## src/rtl/wdog_pkg.sv

```systemverilog
package wdog_pkg;

    typedef enum logic [1:0] {
        WD_IDLE  = 2'd0,
        WD_COUNT = 2'd1,
        WD_PULSE = 2'd2
    } wd_state_e;

    localparam int unsigned PCTL_UNLOCK_BIT = 4;
    localparam int unsigned PCTL_PDOWN_BIT  = 1;

endpackage

```

## src/rtl/wdog_tick_gen.sv

```systemverilog
module wdog_tick_gen #(
    parameter int unsigned DIV = 12
) (
    input  logic clk,
    input  logic rst_n,
    input  logic run,
    input  logic clr,
    output logic mc_tick
);
    localparam int unsigned DW = (DIV > 1) ? $clog2(DIV) : 1;
    localparam logic [DW-1:0] LAST = DW'(DIV - 1);

    logic [DW-1:0] div_q;

    always_ff @(posedge clk or negedge rst_n) begin
        if (!rst_n) begin
            div_q <= '0;
        end else if (clr) begin
            div_q <= '0;
        end else if (run) begin
            div_q <= (div_q == LAST) ? '0 : div_q + 1'b1;
        end
    end

    assign mc_tick = run && (div_q == LAST);
endmodule

```

## src/rtl/wdog_prescaler.sv

```systemverilog
module wdog_prescaler #(
    parameter int unsigned BITS = 11
) (
    input  logic clk,
    input  logic rst_n,
    input  logic mc_tick,
    input  logic clr,
    output logic wrap
);
    logic [BITS-1:0] pre_q;

    always_ff @(posedge clk or negedge rst_n) begin
        if (!rst_n) begin
            pre_q <= '0;
        end else if (clr) begin
            pre_q <= '0;
        end else if (mc_tick) begin
            pre_q <= pre_q + 1'b1;
        end
    end

    assign wrap = mc_tick && (&pre_q);
endmodule

```

## src/rtl/wdog_counter.sv

```systemverilog
module wdog_counter #(
    parameter int unsigned W = 8
) (
    input  logic         clk,
    input  logic         rst_n,
    input  logic         step,
    input  logic         load,
    input  logic [W-1:0] load_val,
    input  logic         clr,
    output logic [W-1:0] count,
    output logic         ovf
);
    logic [W-1:0] cnt_q;

    always_ff @(posedge clk or negedge rst_n) begin
        if (!rst_n) begin
            cnt_q <= '0;
        end else if (clr) begin
            cnt_q <= '0;
        end else if (load) begin
            cnt_q <= load_val;
        end else if (step && !(&cnt_q)) begin
            cnt_q <= cnt_q + 1'b1;
        end
    end

    assign count = cnt_q;
    assign ovf   = step && (&cnt_q);
endmodule

```

## src/rtl/wdog_ctrl_fsm.sv

```systemverilog
module wdog_ctrl_fsm
    import wdog_pkg::*;
#(
    parameter int unsigned PULSE_CLKS = 36
) (
    input  logic clk,
    input  logic rst_n,
    input  logic pin_en,
    input  logic ovf,
    output logic run,
    output logic rst_pulse,
    output logic pulse_done
);
    localparam int unsigned PW = $clog2(PULSE_CLKS + 1);
    localparam logic [PW-1:0] PLOAD = PW'(PULSE_CLKS - 1);

    wd_state_e     state_q, state_d;
    logic [PW-1:0] pcnt_q;

    always_ff @(posedge clk or negedge rst_n) begin
        if (!rst_n) begin
            state_q <= WD_IDLE;
        end else begin
            state_q <= state_d;
        end
    end

    always_ff @(posedge clk or negedge rst_n) begin
        if (!rst_n) begin
            pcnt_q <= PLOAD;
        end else if (state_q != WD_PULSE) begin
            pcnt_q <= PLOAD;
        end else if (pcnt_q != '0) begin
            pcnt_q <= pcnt_q - 1'b1;
        end
    end

    always_comb begin
        state_d = state_q;
        unique case (state_q)
            WD_IDLE: begin
                if (pin_en) state_d = WD_COUNT;
            end
            WD_COUNT: begin
                if (ovf)          state_d = WD_PULSE;
                else if (!pin_en) state_d = WD_IDLE;
            end
            WD_PULSE: begin
                if (pcnt_q == '0) state_d = pin_en ? WD_COUNT : WD_IDLE;
            end
            default: state_d = WD_IDLE;
        endcase
    end

    always_comb begin
        run        = (state_q == WD_COUNT);
        rst_pulse  = (state_q == WD_PULSE);
        pulse_done = (state_q == WD_PULSE) && (pcnt_q == '0);
    end
endmodule

```

## src/rtl/wdog_core.sv

```systemverilog
module wdog_core
    import wdog_pkg::*;
#(
    parameter int unsigned CLK_DIV  = 12,
    parameter int unsigned PRE_BITS = 11,
    parameter int unsigned DATA_W   = 8,
    parameter int unsigned PULSE_MC = 3
) (
    input  logic              clk,
    input  logic              rst_n,
    input  logic              wd_en_n,
    input  logic              reg_we,
    input  logic              reg_sel,
    input  logic [DATA_W-1:0] reg_wdata,
    output logic [DATA_W-1:0] pctl_rdata,
    output logic [DATA_W-1:0] count_rdata,
    output logic              pwr_down,
    output logic              sys_rst_pulse
);
    localparam int unsigned PULSE_CLKS = PULSE_MC * CLK_DIV;

    logic pin_en, run, pulse_done, mc_tick, pre_wrap, ovf;
    logic wr_ok, cnt_wr, pctl_wr, tick_clr;
    logic unlock_q, pd_q;

    assign pin_en   = !wd_en_n;
    assign wr_ok    = reg_we && !sys_rst_pulse;
    assign cnt_wr   = wr_ok && reg_sel && unlock_q;
    assign pctl_wr  = wr_ok && !reg_sel;
    assign tick_clr = pulse_done || cnt_wr;

    wdog_ctrl_fsm #(.PULSE_CLKS(PULSE_CLKS)) u_fsm (
        .clk        (clk),
        .rst_n      (rst_n),
        .pin_en     (pin_en),
        .ovf        (ovf),
        .run        (run),
        .rst_pulse  (sys_rst_pulse),
        .pulse_done (pulse_done)
    );

    wdog_tick_gen #(.DIV(CLK_DIV)) u_tick (
        .clk     (clk),
        .rst_n   (rst_n),
        .run     (run),
        .clr     (tick_clr),
        .mc_tick (mc_tick)
    );

    wdog_prescaler #(.BITS(PRE_BITS)) u_pre (
        .clk     (clk),
        .rst_n   (rst_n),
        .mc_tick (mc_tick),
        .clr     (tick_clr),
        .wrap    (pre_wrap)
    );

    wdog_counter #(.W(DATA_W)) u_cnt (
        .clk      (clk),
        .rst_n    (rst_n),
        .step     (pre_wrap),
        .load     (cnt_wr),
        .load_val (reg_wdata),
        .clr      (pulse_done),
        .count    (count_rdata),
        .ovf      (ovf)
    );

    // Unlock bit: set by a control write, dropped by every accepted count store.
    always_ff @(posedge clk or negedge rst_n) begin
        if (!rst_n) begin
            unlock_q <= 1'b0;
        end else if (pulse_done || cnt_wr) begin
            unlock_q <= 1'b0;
        end else if (pctl_wr) begin
            unlock_q <= reg_wdata[PCTL_UNLOCK_BIT];
        end
    end

    // Power-down bit: forced low whenever the pin keeps the watchdog alive.
    always_ff @(posedge clk or negedge rst_n) begin
        if (!rst_n) begin
            pd_q <= 1'b0;
        end else if (pulse_done || pin_en) begin
            pd_q <= 1'b0;
        end else if (pctl_wr) begin
            pd_q <= reg_wdata[PCTL_PDOWN_BIT];
        end
    end

    always_comb begin
        pctl_rdata                  = '0;
        pctl_rdata[PCTL_UNLOCK_BIT] = unlock_q;
        pctl_rdata[PCTL_PDOWN_BIT]  = pd_q;
    end

    assign pwr_down = pd_q;
endmodule

```

## config.mk

```make
export PLATFORM = sky130hd
export DESIGN_NAME = wdog_core
export DESIGN_NICKNAME = d
export VERILOG_FILES = /design/src/rtl/wdog_pkg.sv /design/src/rtl/wdog_tick_gen.sv /design/src/rtl/wdog_prescaler.sv /design/src/rtl/wdog_counter.sv /design/src/rtl/wdog_ctrl_fsm.sv /design/src/rtl/wdog_core.sv
export SDC_FILE = /design/constraint.sdc
export NUM_CORES = 1
export LEC_CHECK = 0
export BUFFER_PORTS_ARGS = -buffer_cell sky130_fd_sc_hd__buf_2
export CORE_MARGIN = 2
export CORE_UTILIZATION = 30
export CTS_BUF_LIST = sky130_fd_sc_hd__clkbuf_16
export DETAILED_ROUTE_END_ITERATION = 8
export GPL_TIMING_DRIVEN = 1
export HOLD_SLACK_MARGIN = 0.1
export PLACE_DENSITY_LB_ADDON = 0.08
export SYNTH_ARGS = -nofsm -noshare
export SYNTH_HDL_FRONTEND = slang
export SYNTH_SLANG_ARGS = --single-unit
```

## constraint.sdc

```tcl
create_clock -name clk -period 2.4 [get_ports clk]
set_clock_uncertainty 0.1 [all_clocks]
set_input_delay 0.36 -clock clk [delete_from_list [all_inputs] [get_ports clk]]
set_output_delay 0.36 -clock clk [all_outputs]
set_load 0.005 [all_outputs]
```

* Word level (Yosys, flattened, before mapping)
Index checks and enable logic that the tools add are counted.
Widths: inputs -> output; s select.
** Storage, ports and cells
- Register bits after elaboration :: 33
- Input bits :: 13
- Output and inout bits :: 18
- Logic and storage cells :: 65
** Operators by class
- $add $sub $neg :: 4
- Equality and inequality tests :: 7
- Mux-type cells :: 20
- Reductions and logical operators :: 27
** Operator list (count)
- $mux 8 :: 3
- $mux 11 :: 2
- $mux 4 :: 3
- $mux 6 :: 2
- $add 11x1->11 const B :: 1
- $reduce_and 11->1 :: 1
- $reduce_bool 2->1 :: 5
- $logic_and 1x1->1 :: 9
- $add 8x1->8 const B :: 1
- $mux 2 :: 4
- $reduce_and 8->1 :: 1
- $logic_not 6->1 :: 1
- $pmux 2 s3 :: 1
- $reduce_bool 6->1 :: 1
- $sub 6x1->6 const B :: 1
- $mux 1 :: 5
- $add 4x1->4 const B :: 1
- $eq 4x4->1 const B :: 1
- $logic_not 1->1 :: 4
- $ne 2x2->1 const B :: 2
- $ne 3x3->1 const B :: 1
- $reduce_and 3->1 :: 1
- $reduce_bool 3->1 :: 1
- $eq 2x1->1 const B :: 1
- 4 further kinds :: 5

* Longest topological paths before layout
Gate-level depths: netlist (run 1).
- Depth after elaboration :: 7
- Gate-level depth with buffers :: 8

* By module
Synthesis (run 1) repeated with hierarchy kept, for this count alone.
** Unflattened totals
- Cell total of the unflattened synthesis :: 200
- Area total of the unflattened synthesis :: 1929.4 µm²
** By module, submodules not included
- wdog_prescaler :: times used 1, cells each 58, area an instance 574.3 µm²
- wdog_counter :: times used 1, cells each 51, area an instance 495.5 µm²
- wdog_ctrl_fsm :: times used 1, cells each 48, area an instance 450.4 µm²
- wdog_tick_gen :: times used 1, cells each 22, area an instance 217.7 µm²
- wdog_core :: times used 1, cells each 21, area an instance 191.4 µm²

* Least setup slack after synthesis (run 1)
OpenSTA, ideal clock, no wires.
- Kind :: reg2reg
- Start :: register u_fsm.pcnt_q[0]
- End :: register u_cnt.cnt_q[1], in the netlist u_cnt.count[1]
- Setup time :: 0.125 ns
- Data arrival time :: 1.793 ns
- Slack :: 0.383 ns
- Cell stages (with the launch flop) :: 9
- Path buffers :: 1
- Period minus slack after synthesis :: 2.017 ns
- Cells stage by stage :: dfstp_2 > inv_1 > ha_1 > nand2b_1 > or2_0 > buf_2 > o21ai_4 > nor2_4 > mux2_2
** On the way
- Cells in the longest elaborated chain, start to end :: 3
- Elaborated cells on any way between the ends :: 4
** RTL lines
- start: declaration :: line wdog_ctrl_fsm.sv:18 : logic [PW-1:0] pcnt_q;
- start signal: assignment :: line wdog_ctrl_fsm.sv:34 : pcnt_q <= pcnt_q - 1'b1;
- $logic_not 6->1 (*) :: line wdog_ctrl_fsm.sv:58 : pulse_done = (state_q == WD_PULSE) && (pcnt_q == '0);
- $logic_and 1x1->1 (*) :: line wdog_ctrl_fsm.sv:58
- $reduce_bool 3->1 (no line) or $mux 8 (tied branches)
- end signal: assignment :: line wdog_counter.sv:21 : cnt_q <= load_val;
- end signal: assignment :: line wdog_counter.sv:23 : cnt_q <= cnt_q + 1'b1;
- end: declaration :: line wdog_counter.sv:13 : logic [W-1:0] cnt_q;
Every way passes the cells marked *; elsewhere a longest branch is shown, timed or not.
A chain may end at the register's enable or synchronous reset.

* Worst setup path after layout (run 1)
- Start :: register u_fsm.pcnt_q[0]
- End :: register u_cnt.cnt_q[2], in the netlist u_cnt.count[2]
Same word-level chain as after synthesis.

==> results of run 1 <==
cell families after synthesis:
family                     count (synthesis)
and+or+nand+nor                           91
DFF                                       33
AOI/OAI and AO/OA                         23
xor gates and xnor gates                  18
buffers and inverters                     18
muxes                                     12
adders and majority gates                  4
other                                      1
where the power goes:
group | switching, W | leakage (nW) | internal (W)
clock | 0.000218 | 0.0687 | 0.000374
sequential | 0.000123 | 0.416 | 0.000661
combinational | 0.000225 | 0.544 | 0.000281
flip-flops by register name (all words and copies together), names as in the netlist:
signal and count:
u_fsm.pcnt_q 6, pwr_down 1, u_fsm.state_q 2, unlock_q 1, u_cnt.count 8, u_pre.pre_q 11
u_tick.div_q 4
what timing repair did:
item,CTS,global route
setup buffers,0,0
hold endpoints to repair,29,0
hold buffers,1,0
resized for setup,0,0
cell type report:
cell class,instances,area (um^2),area share
repair buffers,31,175,0.0794
flip-flops and latches,33,830,0.376
multi-input cells,154,951,0.431
clock buffers,5,125,0.0567
well taps,75,93.8,0.0425
clock inverters,3,12.5,0.00567
inverters,5,18.8,0.00851
Yosys cell counts (2+ instances only):
| cell type | n | share of area |
|---|---|---|
| clkbuf_1 | 2 | 0.0040 |
| a211oi_1 | 6 | 0.024 |
| mux2i_1 | 5 | 0.027 |
| nand2_1 | 23 | 0.046 |
| buf_4 | 8 | 0.032 |
| nor3_1 | 7 | 0.019 |
| nand3_1 | 7 | 0.019 |
| xnor2_1 | 10 | 0.047 |
| xor2_1 | 8 | 0.038 |
| nand3b_1 | 2 | 0.0081 |
| dfstp_2 | 3 | 0.042 |
| inv_1 | 5 | 0.010 |
| dfrtp_1 | 30 | 0.40 |
| mux2_2 | 7 | 0.042 |
| or3_1 | 5 | 0.017 |
| nor2_1 | 29 | 0.058 |
| and3_1 | 6 | 0.020 |
| buf_2 | 3 | 0.0081 |
| o21ai_0 | 6 | 0.016 |
| nand2b_1 | 3 | 0.010 |
| ha_1 | 4 | 0.027 |
| a21oi_1 | 6 | 0.016 |
worst paths after layout:
kind                                               from                            to  slack (ns)  cells past startpoint
setup / recovery            u_fsm.pcnt_q[0]$_DFFE_PN1N_    u_cnt.count[2]$_DFFE_PN0P_        0.21                      7
hold / removal                                  wd_en_n  u_fsm.state_q[0]$_DFFE_PN0P_        0.21                      2
setup reg to reg            u_fsm.pcnt_q[0]$_DFFE_PN1N_    u_cnt.count[2]$_DFFE_PN0P_        0.21                      7
hold reg to reg            u_fsm.state_q[0]$_DFFE_PN0P_  u_fsm.state_q[0]$_DFFE_PN0P_        0.40                      1
max in group asynchronous                         rst_n  u_fsm.state_q[1]$_DFFE_PN0P_        1.12                      2
min in group asynchronous                         rst_n    u_cnt.count[7]$_DFFE_PN0P_        0.60                      2
metal layers:
metal,up-vias,wire length [um]
li1,724,-
met1,654,1990
met2,17,1700
met3,4,93
met4,0,43
met5,-,0
worst max-delay path: stages, from the launching register on:
cell      delay (ns)
dfstp_2         0.53
inv_1           0.06
ha_1            0.25
nand2b_1        0.10
or2_0           0.33
o21ai_4         0.10
nor2_4          0.24
mux2_2          0.37
metrics by stage:
step / setup slack (ns) / power [W] / instances / area, um^2 / utilization
after floorplan: 0.383 / 0.00115 / 205 / 1880 / -
after global routing: 0.0702 / 0.00202 / 306 / 2210 / 0.370
final: 0.205 / 0.00188 / 306 / 2210 / 0.370
after CTS: 0.194 / 0.00192 / 306 / 2210 / 0.370
after global placement: 0.255 / 0.00132 / 297 / 2060 / 0.346
after detailed placement: 0.218 / 0.00130 / 297 / 2060 / 0.346
==> summary.md, run 1 <==
| Metric | Value |
|---|---|
| Largest family of logic cells by synthesized area | simple AND/OR/NAND/NOR gates |
| Overall die area | 6860 um^2 |
| Count of H-tree levels built during CTS | 2 |
| Die H | 82.8 um |
| Met1 demand-to-capacity share in global routing | 0.174 |
| Outcome | finished clean |
| Leakage component of the power | 1.03 nW |
| Met2 track utilization from global routing | 0.186 |
| DRC violations left | 0 |
| Clock period minus final worst setup slack | 2.19 ns |
| Count of state elements after synthesis | 33 |
| Number of CTS-inserted buffers | 5 |
| Required arrival time at the worst endpoint | 2.46 ns |
| FILL cells | 622 |
| GRT Util Overall | 0.124 |
| Power density cells | 854 nW/um^2 |
| Final period util | 0.914 |
| Synth Area in Compound Gates | 0.0819 |
| Final Hold Vio Count | 0 |
| Most used cells in the layout excluding fill and tap cells | 30 x dfrtp_1, 29 x nor2_1, 24 x buf_2, 23 x nand2_1, 10 x xnor2_1 |
| CP Capture Type | flop |
| Number of warnings reported in the yosys synthesis log | 0 |
| Vias in the first global route | 1,430 |
| Pin count of the biggest net entering global routing | 34 |
| Async SR Flop Fraction | 1.00 |
| Count of standard-cell rows | 28 |
| Most common library cell in the layout ignoring fill and taps | dfrtp_1 |
| Horiz. Die Dim | 82.8 um |
| Number of antenna violations at the first check in global routing | 0 |
| Max-cap violation count | 0 |
| Via total after detailed routing | 1,399 |
| Total iterations of the first detailed-routing run | 4 |
| Summed instance area of the synthesized netlist | 1860 um^2 |
| Area of the core | 5960 um^2 |
| Unique cell type count in the Yosys netlist | 37 |
| Avg Vias per Cell | 4.57 |
| Post-route antenna net violation count | 0 |
| Initial core utilization | 0.313 |
| Setup Crit Path Kind | flop to flop |
| Arithmetic-cell share of the synthesized area counting full adders, half adders and majority gates | 0.0269 |
| Startpoint types | flop |
| Met3 track demand over resource in global routing | 0.0268 |
| Final HPWL DP | 2720 um |
| Average detailed-routed wire length per instance | 12.5 um |
| Worst supply voltage drop on vdd | 0.385 mV |
| Worst Tran Pin Value | 0.764 ns |
| Sequential fraction of the synthesis area | 0.445 |
| Busiest metal layer after global routing | met2 |
| Timing-limited maximum frequency | 456 MHz |
| Hold/Removal Path Class | primary input to flop |
| Placer's final routability congestion estimate | 0.743 |
| Max-Slew Margin vs Limit | 0.491 |
| Final max-slew violation count | 0 |
| Number of primary I/O pins | 31 |
| Number of port buffers | 24 |
| Final worst hold slack | 0.209 ns |
| Number of sinks on the clock net | 33 |
| Root Buffer | clkbuf_16 |
| Count of routing violations after the opening detailed-route iteration | 49 |
| Sum Neg Setup Slack | 0 ns |
| Layout cells sized above 1 | 0.216 |
| Setup repair after global routing missed its margin | false |
| Reg clk slew, reported paths | 0.05 ns |
| Count of antenna diodes in the layout | 0 |
| Layout-stage area growth over the synthesis result | 18.4% |
| Clock Path Buffers | 2 |
| GRT overflow | 0 |
| Mux share of post-synthesis cell area | 0.0692 |
| CTS tree | built |
| Layout net count | 247 |
| Arrival time reported for the critical path endpoint | 2.25 ns |
| Simple-gate portion of the synthesized area | 0.236 |
| Count of flip-flops with a built-in enable after synthesis | 0 |
| First-pass GRT wire length | 6950 um |
| Synthesized area per cell | 9.32 um^2 |
| Main synth FF type | dfrtp_1 |
| Synth Area in XOR/XNOR | 0.0846 |
| Biggest fanout along the worst timing path | 7 |
| Total detailed-routing wirelength | 3830 um |
| Clock latency on the worst-skew pair | 0.27 ns |
| Setup violators final | 0 |
| Gate count of the mapped netlist | 200 |
No activity file was read; power rests on OpenSTA's default activity.
==> inputs of run 2 (changes only) <==
- REMOVE_ABC_BUFFERS: unset -> 1
==> run 2 against run 1 <==
  * Sequential share of layout area increased by 0.15 points
  * Wire length unchanged
  * Critical endpoint is now u_cnt.count[3]$_DFFE_PN0P_
  * Highest routed layer unchanged
  * Largest power group unchanged
  * Sequential cell count stayed put
==> summary.md, run 2 (synthesis gave the netlist of run 1 again) <==
| Metric | Value |
|---|---|
| Average detailed-routed wire length per instance | 12.5 um |
| Number of antenna violations at the first check in global routing | 0 |
| Horiz. Die Dim | 82.8 um |
| Critical R2R Capture | u_cnt.count[3]$_DFFE_PN0P_ |
| Final Hold Vio Count | 0 |
| Instance count along the most critical hold path | 2 |
| Clock period minus final worst setup slack | 2.15 ns |
| Worst supply voltage drop on vdd | 0.339 mV |
| Clock Path Buffers | 2 |
| Layout-stage area growth over the synthesis result | 17.9% |
| Startpoint types | flop |
| Flip-flop count of the largest register after layout | 11 |
| Max-Slew Margin vs Limit | 0.487 |
| Max-cap violation count | 0 |
| Number of buffers inserted by hold repair at cts | 1 |
| Pin count of the biggest net entering global routing | 34 |
| Placer's final routability congestion estimate | 0.739 |
| Number of CTS-inserted buffers | 5 |
| Number of buffer and inverter stages on the critical path | 1 |
| Most common library cell in the layout ignoring fill and taps | dfrtp_1 |
| Reg clk slew, reported paths | 0.05 ns |
| Area of the core | 5960 um^2 |
| GRT overflow | 0 |
| Initial core utilization | 0.313 |
| Count of antenna diodes in the layout | 0 |
| Number of sinks on the clock net | 33 |
| Total detailed-routing wirelength | 3830 um |
| Root Buffer | clkbuf_16 |
| CTS tree | built |
| GRT Util Overall | 0.120 |
| Vias in the first global route | 1,443 |
| Count of H-tree levels built during CTS | 2 |
| Setup violators final | 0 |
| Layout net count | 246 |
| R2R depth | 7 |
| Setup repair after global routing missed its margin | false |
| Clock latency on the worst-skew pair | 0.27 ns |
| Arrival time reported for the critical path endpoint | 2.21 ns |
| Count of routing violations after the opening detailed-route iteration | 36 |
| # resized after CTS | 0 |
| First-pass GRT wire length | 6730 um |
| Finished Layout Cells | 305 |
| Minimum setup slack in the final design | 0.248 ns |
| Via total after detailed routing | 1,403 |
| Outcome | finished clean |
| Post CTS Setup Buffer Count | 0 |
| Reg2Reg Setup Slack | 0.25 ns |
| DRC violations left | 0 |
| Hold/Removal Path Class | primary input to flop |
| Power density cells | 861 nW/um^2 |
| Final period util | 0.897 |
| Die H | 82.8 um |
| Setup Crit Path Kind | flop to flop |
| Critical path, cell by cell | inv_1 > ha_1 > nand2b_1 > or2_0 > o21ai_4 > nor2_4 > mux2_2 |
| Overall die area | 6860 um^2 |
| Layout cells sized above 1 | 0.209 |
| Number of cells in the design after placement | 296 |
| Leakage component of the power | 1.03 nW |
| Number of port buffers | 24 |
| Final HPWL DP | 2760 um |
| Count of standard-cell rows | 28 |
| Crit path largest cell delay | 0.54 ns |
| CP max stage cell | dfstp_2 |
| Most used cells in the layout excluding fill and tap cells | 30 x dfrtp_1, 29 x nor2_1, 24 x buf_2, 23 x nand2_1, 10 x xnor2_1 |
| End point of the worst hold path | u_fsm.state_q[0]$_DFFE_PN0P_ |
| Avg Vias per Cell | 4.60 |
| FILL cells | 631 |
| Post-route antenna net violation count | 0 |
| Final max-slew violation count | 0 |
| Reg2Reg Launch Point | u_fsm.pcnt_q[0]$_DFFE_PN1N_ |
| Sum Neg Setup Slack | 0 ns |
| CP Capture Type | flop |
| Worst Tran Pin Value | 0.770 ns |
| Number of primary I/O pins | 31 |
| Overall power of the completed layout | 0.00189 W |
| Minimum setup slack after placement | 0.243 ns |
| Total iterations of the first detailed-routing run | 4 |
| Hold Path Origin | wd_en_n |
| Category of cells accounting for the largest share of critical-path delay | simple AND/OR/NAND/NOR gates |
| Timing-limited maximum frequency | 465 MHz |
| Biggest fanout along the worst timing path | 7 |
| Required arrival time at the worst endpoint | 2.46 ns |
| Register with the most flip-flops | u_pre.pre_q |
run 2: through the flow:
stage / instance area (um^2) / hold slack, ns / utilization
floorplan: 1800 / -0.0356 / -
global placement: 2050 / 0.390 / 0.344
detailed placement: 2050 / 0.384 / 0.344
CTS: 2200 / 0.202 / 0.369
global route: 2200 / 0.216 / 0.369
finish: 2200 / 0.201 / 0.369
run 2: worst max-delay path by stage:
stage | from | endpoint | slack, ns | cells after the start
2_1_floorplan | u_fsm.pcnt_q[0]$_DFFE_PN1N_ | u_cnt.count[1]$_DFFE_PN0P_ | 0.19 | 7
3_3_place_gp | u_fsm.pcnt_q[2]$_DFFE_PN0N_ | u_cnt.count[1]$_DFFE_PN0P_ | 0.27 | 5
4_1_cts | u_fsm.pcnt_q[0]$_DFFE_PN1N_ | u_cnt.count[2]$_DFFE_PN0P_ | 0.23 | 7
3_5_place_dp | u_fsm.pcnt_q[0]$_DFFE_PN1N_ | u_cnt.count[2]$_DFFE_PN0P_ | 0.24 | 7
6_report | u_fsm.pcnt_q[0]$_DFFE_PN1N_ | u_cnt.count[3]$_DFFE_PN0P_ | 0.25 | 7
5_1_grt | u_fsm.pcnt_q[0]$_DFFE_PN1N_ | u_cnt.count[2]$_DFFE_PN0P_ | 0.08 | 7
run 2: area by class of cell:
| cell class | count | area [um^2] | share of cell area |
|---|---|---|---|
| Multi-Input combinational cell | 154 | 951 | 0.433 |
| Sequential cell | 33 | 830 | 0.378 |
| Timing Repair Buffer | 30 | 168 | 0.0763 |
| Clock buffer | 5 | 125 | 0.0569 |
| Tap cell | 75 | 93.8 | 0.0427 |
| Inverter | 5 | 18.8 | 0.00854 |
| Clock inverter | 3 | 11.3 | 0.00513 |
run 2: report_power, final:
part           leakage [nW]  switching [W]  internal [W]  total (W)
clock network        0.0776       0.000220      0.000372   0.000593
registers             0.416       0.000121      0.000661   0.000781
logic                 0.539       0.000230      0.000287   0.000517
run 2: layer usage:
metal | share of wire | global-route usage | up-vias
li1 | - | - | 724
met1 | 0.50 | 0.165 | 653
met2 | 0.45 | 0.184 | 22
met3 | 0.035 | 0.0328 | 4
met4 | 0.0071 | 0.0402 | 0
met5 | 0 | 0 | -
